$ cat src/rtl/usb_in_ep_pkg.sv
// Shared constants and types for the IN endpoint transmit buffer.
// Assumes exactly two packet buffers used alternately.
package usb_in_ep_pkg;
    localparam int NUM_BUF       = 2;
    localparam int CSR_SVC_BIT   = 0;
    localparam int CSR_SENT_BIT  = 1;
    localparam int CSR_FLUSH_BIT = 2;
    localparam int CSR_UNDR_BIT  = 3;
    localparam int CSR_SHORT_BIT = 7;

    typedef enum logic {
        TX_IDLE   = 1'b0,
        TX_ACTIVE = 1'b1
    } tx_state_e;
endpackage

$ cat src/rtl/usb_in_ep_pktbuf.sv
// One packet buffer: byte storage plus fill count, armed flag and short flag.
// Assumes the caller only asserts wr_en / short_mark while the buffer is not
// armed; flush and release both return it to the empty state.
module usb_in_ep_pktbuf #(
    parameter  int MAX_PKT = 64,
    localparam int LEN_W   = $clog2(MAX_PKT + 1),
    localparam int ADDR_W  = $clog2(MAX_PKT)
) (
    input  logic              clk,
    input  logic              rst_n,
    input  logic              flush,
    input  logic              wr_en,
    input  logic [7:0]        wr_data,
    input  logic              short_mark,
    input  logic              release_buf,
    input  logic [ADDR_W-1:0] rd_addr,
    output logic [7:0]        rd_data,
    output logic [LEN_W-1:0]  count,
    output logic              ready,
    output logic              short_pkt
);
    logic [7:0] mem [MAX_PKT];
    logic       last_byte;

    assign last_byte = wr_en && (count == LEN_W'(MAX_PKT - 1));
    assign rd_data   = mem[rd_addr];

    // Store an incoming byte at the current fill position.
    always_ff @(posedge clk) begin
        if (wr_en && !ready) begin
            mem[count[ADDR_W-1:0]] <= wr_data;
        end
    end

    // Track fill level and the armed / short state of the buffer.
    always_ff @(posedge clk) begin
        if (!rst_n) begin
            count     <= '0;
            ready     <= 1'b0;
            short_pkt <= 1'b0;
        end else if (flush || release_buf) begin
            count     <= '0;
            ready     <= 1'b0;
            short_pkt <= 1'b0;
        end else if (!ready) begin
            if (wr_en) begin
                count <= count + LEN_W'(1);
            end
            if (last_byte) begin
                ready <= 1'b1;
            end else if (short_mark) begin
                ready     <= 1'b1;
                short_pkt <= 1'b1;
            end
        end
    end
endmodule

$ cat src/rtl/usb_in_ep_txeng.sv
// Drain side: answers IN tokens with data or NAK, walks the read pointer
// through the oldest armed buffer, releases it on a host handshake and flags
// pops that find no byte. Priority per cycle: flush, token, handshake, pop.
module usb_in_ep_txeng #(
    parameter  int MAX_PKT = 64,
    localparam int LEN_W   = $clog2(MAX_PKT + 1)
) (
    input  logic             clk,
    input  logic             rst_n,
    input  logic             flush,
    input  logic             in_token,
    input  logic             tx_pop,
    input  logic             host_ack,
    input  logic [1:0]       buf_ready,
    input  logic [LEN_W-1:0] drain_len,
    output logic             drain_sel,
    output logic             sending,
    output logic             resp_data,
    output logic             resp_nak,
    output logic [LEN_W-1:0] resp_len,
    output logic [LEN_W-1:0] rd_ptr,
    output logic [1:0]       release_vec,
    output logic             underrun
);
    import usb_in_ep_pkg::*;

    tx_state_e state;
    logic      pkt_avail;
    logic      ack_ok;

    assign sending   = (state == TX_ACTIVE);
    assign pkt_avail = buf_ready[drain_sel];
    assign ack_ok    = host_ack && sending && !flush && !in_token;
    assign underrun  = tx_pop && !(sending && (rd_ptr < drain_len));

    // One release line per buffer, raised for the buffer being drained.
    always_comb begin
        for (int b = 0; b < NUM_BUF; b++) begin
            release_vec[b] = ack_ok && (drain_sel == 1'(b));
        end
    end

    // Token response, drain pointer and buffer selection sequencing.
    always_ff @(posedge clk) begin
        if (!rst_n) begin
            state     <= TX_IDLE;
            drain_sel <= 1'b0;
            rd_ptr    <= '0;
            resp_data <= 1'b0;
            resp_nak  <= 1'b0;
            resp_len  <= '0;
        end else begin
            resp_data <= 1'b0;
            resp_nak  <= 1'b0;
            if (flush) begin
                state     <= TX_IDLE;
                drain_sel <= 1'b0;
                rd_ptr    <= '0;
                resp_nak  <= in_token;
            end else if (in_token) begin
                if (pkt_avail) begin
                    resp_data <= 1'b1;
                    resp_len  <= drain_len;
                    state     <= TX_ACTIVE;
                    rd_ptr    <= '0;
                end else begin
                    resp_nak <= 1'b1;
                end
            end else if (ack_ok) begin
                state     <= TX_IDLE;
                drain_sel <= ~drain_sel;
                rd_ptr    <= '0;
            end else if (tx_pop && !underrun) begin
                rd_ptr <= rd_ptr + LEN_W'(1);
            end
        end
    end
endmodule

$ cat src/rtl/usb_in_ep_status.sv
// Status register: sticky sent and underrun flags with write-one-to-clear,
// sticky overflow flag, read value assembly and interrupt request.
// Assumes set events win over a clear written in the same cycle.
module usb_in_ep_status (
    input  logic       clk,
    input  logic       rst_n,
    input  logic       csr_wr,
    input  logic [7:0] csr_wdata,
    input  logic       pkt_sent,
    input  logic       underrun,
    input  logic       overflow_evt,
    input  logic [1:0] buf_ready,
    input  logic [1:0] buf_short,
    input  logic       irq_en,
    output logic [7:0] csr_rdata,
    output logic       irq,
    output logic       overflow_flag
);
    import usb_in_ep_pkg::*;

    logic sent_q;
    logic undr_q;
    logic sent_clr;
    logic undr_clr;
    logic unused_wbits;

    assign sent_clr     = csr_wr && csr_wdata[CSR_SENT_BIT];
    assign undr_clr     = csr_wr && csr_wdata[CSR_UNDR_BIT];
    assign unused_wbits = ^{csr_wdata[7:4], csr_wdata[2], csr_wdata[0]};

    // Sticky flags: hardware sets, software clears by writing one.
    always_ff @(posedge clk) begin
        if (!rst_n) begin
            sent_q        <= 1'b0;
            undr_q        <= 1'b0;
            overflow_flag <= 1'b0;
        end else begin
            if (pkt_sent) begin
                sent_q <= 1'b1;
            end else if (sent_clr) begin
                sent_q <= 1'b0;
            end
            if (underrun) begin
                undr_q <= 1'b1;
            end else if (undr_clr) begin
                undr_q <= 1'b0;
            end
            if (overflow_evt) begin
                overflow_flag <= 1'b1;
            end
        end
    end

    // Read value: flush and reserved positions always return zero.
    always_comb begin
        csr_rdata                = '0;
        csr_rdata[CSR_SVC_BIT]   = !(&buf_ready);
        csr_rdata[CSR_SENT_BIT]  = sent_q;
        csr_rdata[CSR_UNDR_BIT]  = undr_q;
        csr_rdata[CSR_SHORT_BIT] = |(buf_ready & buf_short);
    end

    // Interrupt request from either sticky source.
    assign irq = irq_en && (sent_q || undr_q);
endmodule

$ cat src/rtl/usb_in_ep_buffer.sv
// Top of the double-buffered IN endpoint. Routes software byte writes into
// the current fill buffer, flips to the other buffer once one is armed,
// decodes flush and short-packet requests and joins the drain engine and
// status register. Assumes one software access per cycle.
module usb_in_ep_buffer #(
    parameter  int MAX_PKT = 64,
    localparam int LEN_W   = $clog2(MAX_PKT + 1),
    localparam int ADDR_W  = $clog2(MAX_PKT)
) (
    input  logic             clk,
    input  logic             rst_n,
    input  logic             wr_valid,
    input  logic [7:0]       wr_data,
    input  logic             csr_wr,
    input  logic [7:0]       csr_wdata,
    output logic [7:0]       csr_rdata,
    input  logic             cfg_event,
    input  logic             in_token,
    output logic             resp_data,
    output logic             resp_nak,
    output logic [LEN_W-1:0] resp_len,
    input  logic             tx_pop,
    output logic [7:0]       tx_data,
    input  logic             host_ack,
    input  logic             irq_en,
    output logic             irq,
    output logic             overflow_flag
);
    import usb_in_ep_pkg::*;

    logic             fill_sel;
    logic             flush_now;
    logic             short_req;
    logic             byte_ok;
    logic             short_ok;
    logic             fill_done;
    logic             overflow_evt;
    logic [1:0]       buf_ready;
    logic [1:0]       buf_short;
    logic [1:0]       wr_en_v;
    logic [1:0]       short_v;
    logic [1:0]       release_vec;
    logic [LEN_W-1:0] buf_count [NUM_BUF];
    logic [7:0]       buf_rdata [NUM_BUF];
    logic             drain_sel;
    logic             tx_sending;
    logic [LEN_W-1:0] rd_ptr;
    logic             underrun;

    assign flush_now    = (csr_wr && csr_wdata[CSR_FLUSH_BIT]) || cfg_event;
    assign short_req    = csr_wr && csr_wdata[CSR_SHORT_BIT];
    assign byte_ok      = wr_valid && !flush_now && !buf_ready[fill_sel];
    assign short_ok     = short_req && !flush_now && !buf_ready[fill_sel];
    assign overflow_evt = wr_valid && !flush_now && buf_ready[fill_sel];
    assign fill_done    = (byte_ok && (buf_count[fill_sel] == LEN_W'(MAX_PKT - 1)))
                          || short_ok;
    assign tx_data      = buf_rdata[drain_sel];

    // Fill buffer selection: alternate each time the fill buffer is armed.
    always_ff @(posedge clk) begin
        if (!rst_n) begin
            fill_sel <= 1'b0;
        end else if (flush_now) begin
            fill_sel <= 1'b0;
        end else if (fill_done) begin
            fill_sel <= ~fill_sel;
        end
    end

    for (genvar gi = 0; gi < NUM_BUF; gi++) begin : g_buf
        assign wr_en_v[gi] = byte_ok  && (fill_sel == 1'(gi));
        assign short_v[gi] = short_ok && (fill_sel == 1'(gi));

        usb_in_ep_pktbuf #(.MAX_PKT(MAX_PKT)) u_pktbuf (
            .clk         (clk),
            .rst_n       (rst_n),
            .flush       (flush_now),
            .wr_en       (wr_en_v[gi]),
            .wr_data     (wr_data),
            .short_mark  (short_v[gi]),
            .release_buf (release_vec[gi]),
            .rd_addr     (rd_ptr[ADDR_W-1:0]),
            .rd_data     (buf_rdata[gi]),
            .count       (buf_count[gi]),
            .ready       (buf_ready[gi]),
            .short_pkt   (buf_short[gi])
        );
    end

    usb_in_ep_txeng #(.MAX_PKT(MAX_PKT)) u_txeng (
        .clk         (clk),
        .rst_n       (rst_n),
        .flush       (flush_now),
        .in_token    (in_token),
        .tx_pop      (tx_pop),
        .host_ack    (host_ack),
        .buf_ready   (buf_ready),
        .drain_len   (buf_count[drain_sel]),
        .drain_sel   (drain_sel),
        .sending     (tx_sending),
        .resp_data   (resp_data),
        .resp_nak    (resp_nak),
        .resp_len    (resp_len),
        .rd_ptr      (rd_ptr),
        .release_vec (release_vec),
        .underrun    (underrun)
    );

    usb_in_ep_status u_status (
        .clk           (clk),
        .rst_n         (rst_n),
        .csr_wr        (csr_wr),
        .csr_wdata     (csr_wdata),
        .pkt_sent      (|release_vec),
        .underrun      (underrun),
        .overflow_evt  (overflow_evt),
        .buf_ready     (buf_ready),
        .buf_short     (buf_short),
        .irq_en        (irq_en),
        .csr_rdata     (csr_rdata),
        .irq           (irq),
        .overflow_flag (overflow_flag)
    );
endmodule

$ cat config.mk
export PLATFORM = sky130hd
export DESIGN_NAME = usb_in_ep_buffer
export DESIGN_NICKNAME = d
export VERILOG_FILES = /design/src/rtl/usb_in_ep_pkg.sv /design/src/rtl/usb_in_ep_pktbuf.sv /design/src/rtl/usb_in_ep_txeng.sv /design/src/rtl/usb_in_ep_status.sv /design/src/rtl/usb_in_ep_buffer.sv
export SDC_FILE = /design/constraint.sdc
export NUM_CORES = 1
export LEC_CHECK = 0
export ABC_AREA = 1
export BUFFER_PORTS_ARGS = -buffer_cell sky130_fd_sc_hd__buf_2
export CORE_MARGIN = 2
export CORE_UTILIZATION = 52
export CTS_BUF_LIST = sky130_fd_sc_hd__clkbuf_4
export DETAILED_ROUTE_END_ITERATION = 10
export PLACE_DENSITY = 0.64
export SLEW_MARGIN = 20
export SYNTH_ARGS = -nofsm -noshare
export SYNTH_HDL_FRONTEND = slang
export SYNTH_HIERARCHICAL = 1
export SYNTH_SLANG_ARGS = --single-unit
$ cat constraint.sdc
create_clock -name clk -period 3.4 [get_ports clk]
set_clock_uncertainty 0.1 [all_clocks]
set_input_delay 0.17 -clock clk [delete_from_list [all_inputs] [get_ports clk]]
set_output_delay 0.17 -clock clk [all_outputs]
set_load 0.1 [all_outputs]
==> impl_metrics.toml, run 1 <==
[die]
initial_core_util = 0.5246
die_w_um = 296.8
die_area_sq_mm = 0.08812
die_h_um = 296.8
num_rows = 107
coreArea_sq_mm = 0.08501
pin_count = 52

[layout]
multi_input_area_sq_mm = 0.01186
nets = 4403
areaGrowthSynthToFinish_pct = 18.89
drive_above_1_share = 0.2050
register_area_sq_mm = 0.03156
postLayoutCellArea_sq_mm = 0.05302
fin_util = 0.6237
n_fill_cell = 6682

[outcome]
violations = "negative setup slack"
status = "complete, but fails checks"

[critical_path]
r2r_setup_slack_ns = 0.31
path_max_fanout = 20
r2r_start = "u_txeng/drain_sel"
start_kind = "flip-flop"
critical_path.cell_chain = "buf_8 > inv_16 > buf_16 > nand3_1 > nand3_1 > nand2_1 > nand2_1 > nand3_2 > nand3_2 > nand2_2 > mux2_4 > buf_12"
cpPeakStageDelay_ns = 0.38
critical_path_class = "reg -> out"
reg2reg_to = "u_status/undr_q"
critPathCaptureType = "output pin"
cp.arrival_ns = 3.34
crit_slowest_cell = "dfxtp_4"
critPathRequiredTime_ns = 3.13
reg2reg_depth = 14

[synthesis]
ys_ff_latch = 1064
ys_types = 43
avgSynthCellArea_sq_um = 11.32
ys_seq_area_frac = 0.7075
synth.largest_area_cell = "edfxtp_1"
ys_top_cells_by_area = "edfxtp_1 69%, nand2_1 12%, nand3_1 10%"
yosysTopAreaCellShare = 0.6895
mappedNetlistArea_sq_mm = 0.04459
synth.yosys.warnings = 6
syn_inst = 3941

[sta]
rsz0062_at_grt = "true"
hold_viol_final = 0
layout_min_cycle_time_ns = 3.608
fin_setup_tns_ns = -1.167
finalCritPeriodShare = 1.061
max_freq_mhz = 277.2
timing_worst_slew_pin_value_ns = 1.122
layout_setup_ws_ns = -0.2075
slew_headroom = 0.2492
drv_slew = 0
setup_viol = 8

[detailed_routing]
firstDrtPassIters = 6
vias_per_cell = 5.619
dr_total_vias = 32000
finalWirelength_mm = 123.1
drtIter0Drc = 3483
wl_per_cell_um = 21.62
ant_nets = 0
drc_errors = 0

[hold_path]
hp-class = "in -> reg"
hold_path_depth = 2
hold_end = "g_buf[0].u_pktbuf/mem[21][7]"
min_from = "wr_data[7]"

[clock_network]
cts_made_buffers = 288
cts_tree = "done"
cts_max_level = 5
clk_pin_slew_ns = 0.07
numClockSinks = 1064
cts_buffer_depth = 4
root_buffer = "clkbuf_4"
clk_latency_ns = 1.12

[global_routing]
busiest_layer = "met2"
globalRouteMet1Util = 0.3999
grt_util_met2 = 0.4265
grt_overflow_total = 0
grt_usage = 0.2793
grt_pass1_wl_mm = 184.7
gr-usage-met3 = 0.06166
grt_max_degree = 85
antenna_found_initial = 3
grt_pass1_vias = 30410

[placed_design]
gp_congestion = 0.9605
dp_hpwl_mm = 66.96
portBuffers = 43
place_area_sq_mm = 0.04679

[pwr]
leakage_uw = 0.01976
peakVddDrop_uv = 311.3
powerDensity_mw_per_mm2 = 480.7

[run]
drv_cap = 0
## placed cells by master (no fill, tap or decap), types with 5 or more instances in the layout
cell type,Yosys,final
nor2_1,155,155
mux2_4,0,8
buf_8,2,6
o21ai_0,13,13
mux2_2,12,5
buf_6,42,10
nand2_1,1392,1341
buf_16,0,39
buf_2,98,28
ha_1,9,9
inv_2,7,16
nand3_2,2,88
a21oi_1,26,26
nand4_1,13,13
dfxtp_1,40,36
edfxtp_1,1024,1024
nor3_1,21,21
buf_4,48,186
dlygate4sd3_1,0,44
nand3_1,888,798
clkbuf_4,0,408
clkinv_1,0,45
bufbuf_16,0,11
nand2_2,1,49
buf_12,2,36
inv_1,71,68
## area by class of cell
cell class	count	area share
timing repair buffer	362	0.08265
antenna	4	0.0001888
inverter	80	0.007056
multi-input combinational	2569	0.2237
clock inverter	59	0.005664
sequential	1064	0.5953
tap	1144	0.02700
timing repair inverter	4	0.0006608
clock buffer	408	0.05777
## how the worst max path moves through the flow
stage                      start                            to  slack [ns]  cells past startpoint
2_1_floorplan           fill_sel  g_buf[1].u_pktbuf/mem[44][0]        0.83                      6
3_3_place_gp              csr_wr   g_buf[0].u_pktbuf/mem[6][4]        0.31                     10
3_5_place_dp              csr_wr  g_buf[0].u_pktbuf/mem[62][4]        0.30                     10
4_1_cts        u_txeng/rd_ptr[0]                    tx_data[2]       -0.19                     13
5_1_grt        u_txeng/rd_ptr[0]                    tx_data[0]       -0.29                     14
6_report       u_txeng/rd_ptr[1]                    tx_data[0]       -0.21                     12
## layer usage
metal	wire [um]	vias to the layer above
met1	51630	15400
met3	11930	213
met4	3146	0
met5	0	-
met2	56400	1592
li1	-	14790
## repair_timing
item,CTS,global route
endpoints found under the hold margin,1064,0
hold buffers,46,0
resized for setup,238,27
setup buffers,29,0
setup endpoints to repair,8,10
gates cloned,37,2
pin swaps,57,5
## critical path, delay by kind of cell, from the launching register on
| family | cells | cell delay [ns] |
|---|---|---|
| buffers and inverters | 4 | 0.69 |
| AND/OR/NAND/NOR | 7 | 0.80 |
| multiplexers | 1 | 0.32 |
| flip-flops | 1 | 0.38 |
## state kept, by name, indices dropped and copies added, names as in the netlist
name                      cells
u_txeng/rd_ptr                7
u_txeng/resp_nak              1
u_txeng/resp_data             1
fill_sel                      1
u_status/sent_q               1
g_buf.u_pktbuf/short_pkt      2
u_status/overflow_flag        1
u_txeng/drain_sel             1
u_status/undr_q               1
g_buf.u_pktbuf/ready          2
g_buf.u_pktbuf/count         14
g_buf.u_pktbuf/mem         1024
u_txeng/sending               1
u_txeng/resp_len              7
## kinds of logic (layout without fill, tap and decap cells)
group	after synthesis	in the layout	share of synthesized area
AOI/OAI and AO/OA	56	56	0.007548
adders and majority gates	9	9	0.002525
buffers and inverters	311	913	0.04144
DFF	1064	1064	0.7075
muxes	14	14	0.003535
other	1	8	0.00008409
and+or+nand+nor	2486	2486	0.2374
## per-stage QoR
stage / power [uW] / setup slack (ns) / instances / hold WS, ns
after floorplan: 14770 / 0.8298 / 3944 / 0.1689
after global placement: 15070 / 0.3085 / 5111 / 0.3422
after detailed placement: 15070 / 0.2982 / 5111 / 0.3445
after CTS: 25690 / -0.1879 / 5689 / 0.003698
after global routing: 26430 / -0.2882 / 5694 / 0.01677
final: 25480 / -0.2075 / 5694 / 0.09356
## synth_stat cells
library cell  instances
a211oi_1              1
a21oi_1              26
a21oi_2               4
a21oi_4               1
a31o_2                1
a41oi_1               2
buf_1                22
buf_12                2
buf_2                98
buf_4                48
buf_6                42
buf_8                 2
clkbuf_1             17
conb_1                1
dfxtp_1              40
edfxtp_1           1024
ha_1                  9
inv_1                71
inv_2                 7
inv_4                 1
inv_6                 1
mux2_1                2
mux2_2               12
nand2_1            1392
nand2_2               1
nand3_1             888
nand3_2               2
nand3b_1              1
nand4_1              13
nand4_2               1
nand4_4               1
nor2_1              155
nor2_2                3
nor2_4                2
nor3_1               21
nor3b_1               1
nor4_1                4
o21a_1                4
o21ai_0              13
o21ai_1               2
o21ai_2               1
o31ai_1               1
or2_2                 1
## report_power, final
part           switching, uW  internal, uW  total, uW
Sequential              5.88         14400      14400
Clock                   4940          5700      10600
Combinational            383           105        488
No activity file was read; power rests on OpenSTA's default activity.
==> run 2, diff against run 1 <==
--- a/config.mk
+++ b/config.mk
@@ -5,13 +5,12 @@
 export SDC_FILE = /design/constraint.sdc
 export NUM_CORES = 1
 export LEC_CHECK = 0
-export ABC_AREA = 1
 export BUFFER_PORTS_ARGS = -buffer_cell sky130_fd_sc_hd__buf_2
 export CORE_MARGIN = 2
-export CORE_UTILIZATION = 52
+export CORE_UTILIZATION = 40
 export CTS_BUF_LIST = sky130_fd_sc_hd__clkbuf_4
 export DETAILED_ROUTE_END_ITERATION = 10
-export PLACE_DENSITY = 0.64
+export PLACE_DENSITY = 0.51
 export SLEW_MARGIN = 20
 export SYNTH_ARGS = -nofsm -noshare
 export SYNTH_HDL_FRONTEND = slang
==> run 2 against run 1 <==
Compared with the run above:
- area after synthesis decreased by 5.2%
- hold slack lost 0.039 ns
- the run still ends with negative setup slack left
- critical path type unchanged
- cell count fell by 26%
- setup slack lost 0.45 ns
- largest power group unchanged
- utilization decreased by 14 points
- clock-buffer cell count grew 6
==> impl_metrics.toml, run 2 <==
[outcome]
status = "complete, but fails checks"
violations = "negative setup slack"

[die]
die_area_sq_mm = 0.1083
initial_core_util = 0.4021
die_w_um = 329.1
coreArea_sq_mm = 0.1051
num_rows = 119
die_h_um = 329.1
pin_count = 52

[critical_path]
critPathRequiredTime_ns = 3.13
start_kind = "flip-flop"
critPathCaptureType = "output pin"
reg2reg_to = "fill_sel"
path_max_fanout = 6
cp.arrival_ns = 3.79
critical_path_class = "reg -> out"
r2r_setup_slack_ns = 0.55
reg2reg_depth = 7
r2r_start = "g_buf[1].u_pktbuf/count[1]"

[clock_network]
clk_pin_slew_ns = 0.06
cts_buffer_depth = 4
root_buffer = "clkbuf_4"
numClockSinks = 1064
cts_made_buffers = 294
clk_latency_ns = 1.16
cts_max_level = 5
cts_tree = "done"

[sta]
layout_min_cycle_time_ns = 4.058
fin_setup_tns_ns = -5.071
slew_headroom = 0.3160
timing_worst_slew_pin_value_ns = 1.026
drv_slew = 0
setup_viol = 8
hold_viol_final = 0
layout_setup_ws_ns = -0.6576
rsz0062_at_grt = "true"
finalCritPeriodShare = 1.193
max_freq_mhz = 246.5

[synthesis]
yosys-top-cells-count = "1024 x edfxtp_1, 257 x mux4_2, 184 x nor2_1"
mappedNetlistArea_sq_mm = 0.04227
syn_inst = 2096
ys.flop_type = "edfxtp_1"
synth.largest_area_cell = "edfxtp_1"
avgSynthCellArea_sq_um = 20.17
synth-edff-count = 1024
ys_ff_latch = 1064
synth.yosys.warnings = 6
ys_top_cells_by_area = "edfxtp_1 73%, mux4_2 14%, dfxtp_1 1.9%"
synthMostInstantiatedCell = "edfxtp_1"
yosysTopAreaCellShare = 0.7275
ys_types = 67
synthArstFlopShare = 0
ys_seq_area_frac = 0.7464

[layout]
final_common_cell = "edfxtp_1"
nets = 2688
fin_util = 0.4834
final_cell_mix = "1024 x edfxtp_1, 414 x clkbuf_4, 261 x mux4_2"
postLayoutCellArea_sq_mm = 0.05082
largest_register_ffs = 1024
areaGrowthSynthToFinish_pct = 20.23
drive_above_1_share = 0.4056

[global_routing]
grt_overflow_total = 0
antenna_found_initial = 2
grt_usage = 0.2008
grt_pass1_vias = 23920
grt_max_degree = 129
grt_pass1_wl_mm = 156.9

[detailed_routing]
ant_nets = 0
finalWirelength_mm = 108.2
wl_per_cell_um = 25.54
dr_total_vias = 22840
drtIter0Drc = 2128
drc_errors = 0
vias_per_cell = 5.391
firstDrtPassIters = 7

[placed_design]
portBuffers = 43
dp_hpwl_mm = 65.39
place_area_sq_mm = 0.04581
dp_slack_ns = 0.1501
gp_congestion = 0.8238

[pwr]
leakage_uw = 0.01640
powerDensity_mw_per_mm2 = 505.5
power_uw = 25690
peakVddDrop_uv = 323.3

[hold_path]
hold_path_depth = 3
hp-class = "in -> reg"
hold_end = "g_buf[0].u_pktbuf/mem[31][7]"
min_from = "wr_data[7]"

[run]
drv_cap = 0
run 2: worst max-delay path: stages (launching register included):
cell and delay (ns):
dfxtp_4 0.43, buf_12 0.14, buf_12 0.14, mux4_2 0.56, mux4_2 0.54, nor2_2 0.16
o21ai_4 0.11, mux2_4 0.33, buf_12 0.18
run 2: worst max-delay path by stage:
stage,from,endpoint,slack (ns),cells after the start
6_report,u_txeng/rd_ptr[0],tx_data[2],-0.66,8
3_5_place_dp,u_txeng/rd_ptr[0],tx_data[6],0.15,10
4_1_cts,u_txeng/rd_ptr[0],tx_data[0],-0.88,10
3_3_place_gp,u_txeng/rd_ptr[0],tx_data[6],0.18,10
5_1_grt,u_txeng/rd_ptr[0],tx_data[6],-0.86,11
2_1_floorplan,u_txeng/rd_ptr[0],tx_data[6],0.70,7
run 2: repair_timing:
item | CTS | global route
buffers inserted | 17 | 21
hold endpoints to repair | 1076 | 0
resized for setup | 92 | 62
endpoints found under the setup margin | 8 | 282
cloned | 5 | 5
hold buffers | 42 | 0
pin swaps | 12 | 15
run 2: metrics by stage:
stage | hold slack, ns | std cells
after floorplan | 0.1689 | 2099
after global placement | 0.2669 | 3663
after detailed placement | 0.2783 | 3663
after CTS | 0.003004 | 4211
after global routing | 0.001665 | 4236
final | 0.05464 | 4236
run 2: per-layer routing:
| layer | up-vias | part of all wire | global-route usage |
|---|---|---|---|
| met5 | - | 0 | 0 |
| met4 | 0 | 0.015 | 0.05632 |
| met3 | 114 | 0.068 | 0.04805 |
| met2 | 752 | 0.47 | 0.3048 |
| met1 | 12060 | 0.45 | 0.2909 |
| li1 | 9914 | - | - |
run 2: cell type report:
class / count / area, sq um
Antenna cell: 2 / 5.005
Timing Repair Buffer: 378 / 3670
Clock inverter: 71 / 387.9
Tap cell: 1391 / 1740
Fill cell: 8936 / 54300
Inverter: 17 / 63.81
Sequential cell: 1064 / 31570
Clock buffer: 414 / 3108
Multi-Input combinational cell: 899 / 10270
run 2: cells by family after synthesis:
family                     count (synthesis)  synth area share
buffers and inverters                    136           0.01729
xor gates and xnor gates                  11          0.002280
AOI/OAI and AO/OA                        158           0.02581
and+or+nand+nor                          363           0.04186
DFF                                     1064            0.7464
adders and majority gates                  9          0.002664
other                                      1        0.00008872
muxes                                    354            0.1636
run 2: power by group:
group          internal, uW  total (uW)  switching [uW]
sequential            14400       14400            3.91
combinational           101         447             345
clock                  5880       10900            5010
total                 20300       25700            5360
